===== src/rtl/fpsr_pkg.sv =====
package fpsr_pkg;
  localparam int EXC_W     = 5;
  localparam int CSR_W     = 32;
  localparam int RM_W      = 2;
  localparam int RM_LO     = 0;
  localparam int FLAG_LO   = RM_LO + RM_W;
  localparam int ENA_LO    = FLAG_LO + EXC_W;
  localparam int CAUSE_LO  = ENA_LO + EXC_W;
  localparam int CAUSE_W   = EXC_W + 1;
  localparam int CAUSE_HI  = CAUSE_LO + CAUSE_W - 1;
  localparam int DEN_BIT   = CAUSE_HI + 1;
  localparam int USED_W    = DEN_BIT + 1;
  localparam logic [CSR_W-1:0] WR_MASK = CSR_W'((64'd1 << USED_W) - 64'd1);
  localparam int CODE_W    = 12;
  localparam logic [CODE_W-1:0] TRAP_CODE = 12'h120;

  typedef enum logic [RM_W-1:0] {
    RM_NEAREST = 2'b00,
    RM_TOZERO  = 2'b01,
    RM_RSVD2   = 2'b10,
    RM_RSVD3   = 2'b11
  } rmode_e;

  // bit index of each exception inside a field
  localparam int EX_I = 0;
  localparam int EX_U = 1;
  localparam int EX_O = 2;
  localparam int EX_Z = 3;
  localparam int EX_V = 4;
endpackage


===== src/rtl/fpsr_exc_shape.sv =====
// Turns the raw exception report into the vector used for the update.
module fpsr_exc_shape #(
  parameter int EXC_W = 5,
  parameter int INEXACT_IDX = 0
) (
  input  logic [EXC_W-1:0] raw_exc,
  input  logic             approx_op,
  output logic [EXC_W-1:0] eff_exc
);
  localparam logic [EXC_W-1:0] ONLY_INEXACT = EXC_W'(1) << INEXACT_IDX;

  always_comb begin
    eff_exc = raw_exc;
    if (approx_op && (raw_exc == '0)) begin
      eff_exc = ONLY_INEXACT;
    end
  end
endmodule


===== src/rtl/fpsr_trap_eval.sv =====
// Trap decision from the current cause bits only.
module fpsr_trap_eval #(
  parameter int EXC_W = 5
) (
  input  logic [EXC_W-1:0] new_cause,
  input  logic [EXC_W-1:0] enables,
  output logic             trap_hit
);
  logic [EXC_W-1:0] hit_vec;

  for (genvar g = 0; g < EXC_W; g++) begin : g_hit
    assign hit_vec[g] = new_cause[g] & enables[g];
  end

  assign trap_hit = |hit_vec;
endmodule


===== src/rtl/fpsr_mode_dec.sv =====
// Decodes the stored word into controls for the arithmetic core.
module fpsr_mode_dec #(
  parameter int CSR_W   = 32,
  parameter int RM_LO   = 0,
  parameter int DEN_BIT = 18
) (
  input  logic [CSR_W-1:0] csr_word,
  output logic             rnd_trunc,
  output logic             flush_den
);
  import fpsr_pkg::*;

  rmode_e rm;

  always_comb begin
    rm        = rmode_e'(csr_word[RM_LO +: RM_W]);
    rnd_trunc = 1'b0;
    case (rm)
      RM_TOZERO: rnd_trunc = 1'b1;
      default:   rnd_trunc = 1'b0;
    endcase
    flush_den = csr_word[DEN_BIT];
  end
endmodule


===== src/rtl/fpsr_ctrl.sv =====
module fpsr_ctrl
  import fpsr_pkg::*;
(
  input  logic                 clk,
  input  logic                 rst_n,
  input  logic                 upd_valid,
  input  logic [EXC_W-1:0]     upd_exc,
  input  logic                 upd_approx,
  input  logic                 wr_en,
  input  logic [CSR_W-1:0]     wr_data,
  output logic [CSR_W-1:0]     csr_q,
  output logic                 rnd_trunc,
  output logic                 flush_den,
  output logic                 trap_req,
  output logic [CODE_W-1:0]    trap_code
);

  // reset: asserted asynchronously, released on a clock edge
  logic [1:0] rst_pipe;
  logic       rst_s_n;

  always_ff @(posedge clk or negedge rst_n) begin
    if (!rst_n) begin
      rst_pipe <= 2'b00;
    end else begin
      rst_pipe <= {rst_pipe[0], 1'b1};
    end
  end
  assign rst_s_n = rst_pipe[1];

  logic [EXC_W-1:0] eff_exc;
  logic             trap_hit;
  logic [CSR_W-1:0] csr_d;
  logic             csr_en;
  logic             trap_d;
  logic             upd_take;

  fpsr_exc_shape #(.EXC_W(EXC_W), .INEXACT_IDX(EX_I)) u_shape (
    .raw_exc   (upd_exc),
    .approx_op (upd_approx),
    .eff_exc   (eff_exc)
  );

  fpsr_trap_eval #(.EXC_W(EXC_W)) u_trap (
    .new_cause (eff_exc),
    .enables   (csr_q[ENA_LO +: EXC_W]),
    .trap_hit  (trap_hit)
  );

  fpsr_mode_dec #(.CSR_W(CSR_W), .RM_LO(RM_LO), .DEN_BIT(DEN_BIT)) u_mode (
    .csr_word  (csr_q),
    .rnd_trunc (rnd_trunc),
    .flush_den (flush_den)
  );

  // next state
  assign upd_take = upd_valid & ~wr_en;
  assign csr_en   = wr_en | upd_valid;

  always_comb begin
    csr_d  = csr_q;
    trap_d = 1'b0;
    if (wr_en) begin
      csr_d = wr_data & WR_MASK;
    end else if (upd_valid) begin
      csr_d[CAUSE_HI:CAUSE_LO]   = {1'b0, eff_exc};
      csr_d[FLAG_LO +: EXC_W]    = csr_q[FLAG_LO +: EXC_W] | eff_exc;
      trap_d                     = trap_hit;
    end
  end

  // registers
  always_ff @(posedge clk or negedge rst_s_n) begin
    if (!rst_s_n) begin
      csr_q    <= '0;
      trap_req <= 1'b0;
    end else begin
      if (csr_en) begin
        csr_q <= csr_d;
      end
      trap_req <= trap_d;
    end
  end

  assign trap_code = trap_req ? TRAP_CODE : '0;

  // checks
  a_r2_cause_load: assert property (@(posedge clk) disable iff (!rst_s_n)
    upd_take |=> (csr_q[CAUSE_LO +: EXC_W] == $past(eff_exc)) && !csr_q[CAUSE_HI]);

  a_r3_flags_sticky: assert property (@(posedge clk) disable iff (!rst_s_n)
    upd_take |=> ((csr_q[FLAG_LO +: EXC_W] & $past(csr_q[FLAG_LO +: EXC_W]))
                  == $past(csr_q[FLAG_LO +: EXC_W])));

  a_r4_trap_from_update: assert property (@(posedge clk) disable iff (!rst_s_n)
    $rose(trap_req) |-> $past(upd_take));

  a_r5_quiet_no_trap: assert property (@(posedge clk) disable iff (!rst_s_n)
    (upd_take && (eff_exc == '0)) |=> !trap_req && (csr_q[ENA_LO +: EXC_W] == $past(csr_q[ENA_LO +: EXC_W])));

  a_r6_write_masked: assert property (@(posedge clk) disable iff (!rst_s_n)
    wr_en |=> (csr_q == $past(wr_data & WR_MASK)) && !trap_req);

  a_r10_approx_inexact: assert property (@(posedge clk) disable iff (!rst_s_n)
    (upd_approx && (upd_exc == '0)) |-> $onehot0(eff_exc) && eff_exc[EX_I]);

endmodule


===== config.mk =====
export PLATFORM = sky130hd
export DESIGN_NAME = fpsr_ctrl
export DESIGN_NICKNAME = d
export VERILOG_FILES = /design/src/rtl/fpsr_pkg.sv /design/src/rtl/fpsr_exc_shape.sv /design/src/rtl/fpsr_trap_eval.sv /design/src/rtl/fpsr_mode_dec.sv /design/src/rtl/fpsr_ctrl.sv
export SDC_FILE = /design/constraint.sdc
export NUM_CORES = 1
export LEC_CHECK = 0
export BUFFER_PORTS_ARGS = -buffer_cell sky130_fd_sc_hd__buf_2
export CORE_ASPECT_RATIO = 0.75
export CORE_MARGIN = 3
export CORE_UTILIZATION = 39
export DETAILED_ROUTE_END_ITERATION = 12
export MAX_ROUTING_LAYER = met4
export PLACE_DENSITY = 0.78
export SYNTH_ARGS = -nofsm -noshare
export SYNTH_HDL_FRONTEND = slang
export SYNTH_SLANG_ARGS = --single-unit

===== constraint.sdc =====
create_clock -name clk -period 0.9 [get_ports clk]
set_clock_uncertainty 0.2 [all_clocks]
set_input_delay 0 -clock clk [delete_from_list [all_inputs] [get_ports clk]]
set_output_delay 0 -clock clk [all_outputs]
set_load 0.05 [all_outputs]

# ---- After elaboration in Yosys (flattened, before gate mapping)
# Index checks and enable logic that the tools add are counted.
dict set report op_classes {
  eq_ne 1
  mux 9
  n_bitwise 7
  n_reduce_logical 6
}
# op count
set ops {}
lappend ops {{$mux 5} 3}
lappend ops {{$mux 6} 2}
lappend ops {{$mux 9} 1}
lappend ops {{$and 1x1->1} 5}
lappend ops {{$logic_not 5->1} 1}
lappend ops {{$or 5x5->5} 1}
lappend ops {{$reduce_or 5->1} 1}
lappend ops {{$reduce_and 2->1} 2}
lappend ops {{$mux 1} 3}
lappend ops {{$eq 2x1->1 const B} 1}
lappend ops {{$reduce_bool 2->1} 1}
lappend ops {{$logic_and 1x1->1} 1}
lappend ops {{$or 1x1->1} 1}
dict set report word_totals {
  register_bits 22
  inputBits 42
  output_inout_bits 47
  wordCells 27
}

# ---- Depth between registers and ports, before layout
dict set report logic_depth {
  depth_word 7
  depth_mapped 4
}

# ---- Hierarchy
# A second synthesis with hierarchy kept.
dict set report unflattened {
  hier_cells 106
  hier_area_um2 1136.1
}
# mod instances cells_per_inst area_per_inst_um2 seq_area_each_um2
set by_module_without_submodules {}
lappend by_module_without_submodules {fpsr_ctrl 1 95 1054.8 550.5}
lappend by_module_without_submodules {fpsr_exc_shape 1 6 38.8 0.0}
lappend by_module_without_submodules {fpsr_mode_dec 1 2 21.3 0.0}
lappend by_module_without_submodules {fpsr_trap_eval 1 3 21.3 0.0}

# ---- Worst setup path after synthesis
# No wires, ideal clock.
dict set report synth_path {
  kind {register to output}
  start {register csr_q[0]}
  end {output rnd_trunc}
  arrival_time_ns 1.401
  path_slack_ns -0.701
  stages_incl_launch_ff 2
  path_cell_list {dfrtp_1 nor2b_1}
}
dict set report synth_via {
  elab_chain_cells 2
}
# element line_no
set synth_lines {}
lappend synth_lines {{from (decl)} fpsr_ctrl.sv:11} ;# output logic [CSR_W-1:0] csr_q,
lappend synth_lines {{from (signal assigned)} fpsr_ctrl.sv:79} ;# csr_q <= csr_d;
lappend synth_lines {{$eq 2x1->1} fpsr_mode_dec.sv:18} ;# case (rm)
lappend synth_lines {{$mux 1} fpsr_mode_dec.sv:18}
lappend synth_lines {{to (decl)} fpsr_ctrl.sv:12} ;# output logic rnd_trunc,
# Every way passes these cells.

# ---- Worst setup path in the final report
dict set report layout_path {
  start {register csr_q[1]}
  end {output rnd_trunc}
}
# The elaborated chain is that of the path after synthesis.

==> summary.md <==
| Metric | Value |
|---|---|
| Leakage | `0.0009154 uW` |
| Initial core utilization | `42.07%` |
| Vias | `943` |
| Cts bufs inserted | `3` |
| Global route overflow | `0` |
| Register area share after synthesis | `48.78%` |
| CP max stage delay | `0.43 ns` |
| Final setup margin | `-0.2687 ns` |
| IO Port Bufs | `52` |
| Filler instances | `202` |
| Worst vdd ir | `0.001215 V` |
| RSZ-0062 raised after global routing | `true` |
| Router iterations before antenna repair | `4` |
| IO Count | `89` |
| Most frequent cells in the layout | `buf_2 (29), buf_6 (27), conb_1 (24), dfrtp_2 (19), buf_4 (13)` |
| Final Critical Period | `1.169 ns` |
| Startpoint Class | `flop` |
| Clock Latency Late Sink | `0.26 ns` |
| Clock slew at reported path FFs | `0.08 ns` |
| Vias in the first global route | `969` |
| Family with the most delay on the worst path | `flip-flops` |
| Antenna violations before repair | `0` |
| Synth top area share | `48.78%` |
| CP max FO | `3` |
| Run status | `complete, but fails checks` |
| Pwr Density | `1789 nW/um^2` |
| Final Hold Viols | `21` |
| Die width | `68.12 um` |
| Placed Area | `1476 um^2` |
| Gr usage total | `17.85%` |
| Cells after Synth | `105` |
| DP Worst Slack | `-0.2044 ns` |
| Critical Path AT | `0.97 ns` |
| Net count, final | `227` |
| FF+latch count, synth | `22` |
| DRC viols | `0` |
| Endpoint class of the critical path | `output port` |
| Wirelength per Cell | `13.54 um` |
| Warnings, synthesis | `0` |
| Most common cell after layout, fill and taps aside | `buf_2` |
| Netlist cell types | `17` |
| Initial drt markers | `7` |
| Slowest CP cell | `dfrtp_2` |
| Syn_area_per_cell | `10.75 um^2` |
| First-pass GRT wire length | `4.547 mm` |
| Clk sinks | `22` |
| Critical path type | `reg -> out` |
| Maxcap violations | `0` |
| Diode count | `0` |
| TritonCTS clock tree | `built` |
| Detailed Place HPWL | `2.066 mm` |
| Clk root buf | `clkbuf_8` |
| Largest cells by area after synthesis | `dfrtp_1 (49%), buf_4 (17%), mux2_2 (8.0%)` |
| Largest net degree at the start of global routing | `17` |
| CORE AREA | `2683 um^2` |
| H-tree Lvls | `1` |
| Placement row count | `16` |
| Share of cells above drive strength 1 | `61.41%` |
| CP required | `0.70 ns` |
| WP buf/inv | `1` |
| Layout area overhead | `67.41%` |
| Vias/cell | `4.286` |
| Area of the die | `3582 um^2` |
| Cell area after layout | `1889 um^2` |
| GPL Wtd Cong | `0.7408` |
| WHS | `-0.2338 ns` |
| Slew Limit Fails | `0` |
| PnR Total Power | `3381 uW` |
| Failing checks | `negative hold slack, negative setup slack` |
| Clock Tree Buf Depth | `2` |
| CP Cell Sequence | `nor2b_4 > buf_6` |
| Hold crit path type | `in -> reg` |
| Post-synth top area cell | `dfrtp_1` |
| Die height | `52.59 um` |
| Hold_buf cts | `11` |
| Period utilisation layout | `129.9%` |
| Remaining antenna violation count | `0` |
| Max Clock Freq | `855.7 MHz` |
| Util after Layout | `70.43%` |
| Final setup violation count | `43` |
| Final wirelength | `2.978 mm` |
| Netlist Area Pre-Place | `1129 um^2` |
## path summary, 6_finish.rpt
path | start | to | slack, ns | depth (start not counted)
setup / recovery | csr_q[1]$_DFFE_PN0P_ | rnd_trunc | -0.27 | 2
hold / removal | wr_data[18] | csr_q[18]$_DFFE_PN0P_ | -0.23 | 2
hold reg to reg | rst_pipe[1]$_DFF_PN0_ | csr_q[10]$_DFFE_PN0P_ | -0.02 | 1
max in group asynchronous | rst_n | rst_pipe[1]$_DFF_PN0_ | 0.03 | 3
setup reg to reg | csr_q[0]$_DFFE_PN0P_ | csr_q[0]$_DFFE_PN0P_ | -0.25 | 2
min in group asynchronous | rst_pipe[1]$_DFF_PN0_ | csr_q[10]$_DFFE_PN0P_ | -0.02 | 1
## flip-flops by register name (all words and copies together), names as in the netlist
register and flops:
csr_q 19, trap_req 1, rst_pipe 2
## repair_timing
| item | CTS | global route |
|---|---|---|
| pin swaps | 0 | 3 |
| gates resized for setup | 54 | 5 |
| endpoints found under the hold margin | 28 | 18 |
| setup buffers | 4 | 1 |
| setup endpoints to repair | 39 | 44 |
## where the power goes
part	internal (uW)	switching, uW	total [uW]
clock	594	319	913
sequential	1090	83.3	1180
combinational	476	814	1290
total	2160	1220	3380
## area by class of cell
| type | instances | area, um^2 | share of cell area [%] |
|---|---|---|---|
| sequential | 22 | 574.3 | 30.40 |
| tap | 36 | 45.04 | 2.384 |
| clock buffer | 3 | 41.29 | 2.185 |
| multi-input combinational | 75 | 491.7 | 26.03 |
| timing repair buffer | 83 | 706.9 | 37.42 |
| clock inverter | 1 | 30.03 | 1.589 |
## cells by family (layout without fill, tap and decap cells)
kind of cell | after synthesis | in the layout | share of synthesized area, %
AOI/OAI and AO/OA | 21 | 21 | 11.09
buffers and inverters | 30 | 87 | 18.96
DFF | 22 | 22 | 48.78
muxes | 13 | 13 | 12.42
other | 2 | 24 | 0.6654
and+or+nand+nor | 17 | 17 | 8.093
## through the flow
stage,cells,setup TNS (ns)
6_report,220,-5.918
5_1_grt,220,-7.340
4_1_cts,219,-5.984
3_5_place_dp,200,-1.423
3_3_place_gp,200,-1.162
2_1_floorplan,127,-4.026
## routing by layer
layer  GRT usage, %  wire, um  up-vias
met5              -         0        -
met4          2.640         0        0
met3          6.867       258        0
met2          29.44      1498       45
met1          21.22      1221      437
li1               -         -      461
## synth_stat cells
| cell type | count |
|---|---|
| mux2i_1 | 5 |
| conb_1 | 2 |
| dfrtp_1 | 22 |
| mux2_2 | 8 |
| a21oi_1 | 6 |
| nor4_4 | 1 |
| buf_4 | 26 |
| clkbuf_1 | 1 |
| nand2b_1 | 2 |
| nor2_1 | 2 |
| nand2_1 | 10 |
| o21ai_0 | 11 |
| nor2b_1 | 2 |
| buf_2 | 3 |
| o31ai_2 | 1 |
| a22o_2 | 1 |
| a22o_1 | 2 |
No activity file was read; power rests on OpenSTA's default activity.
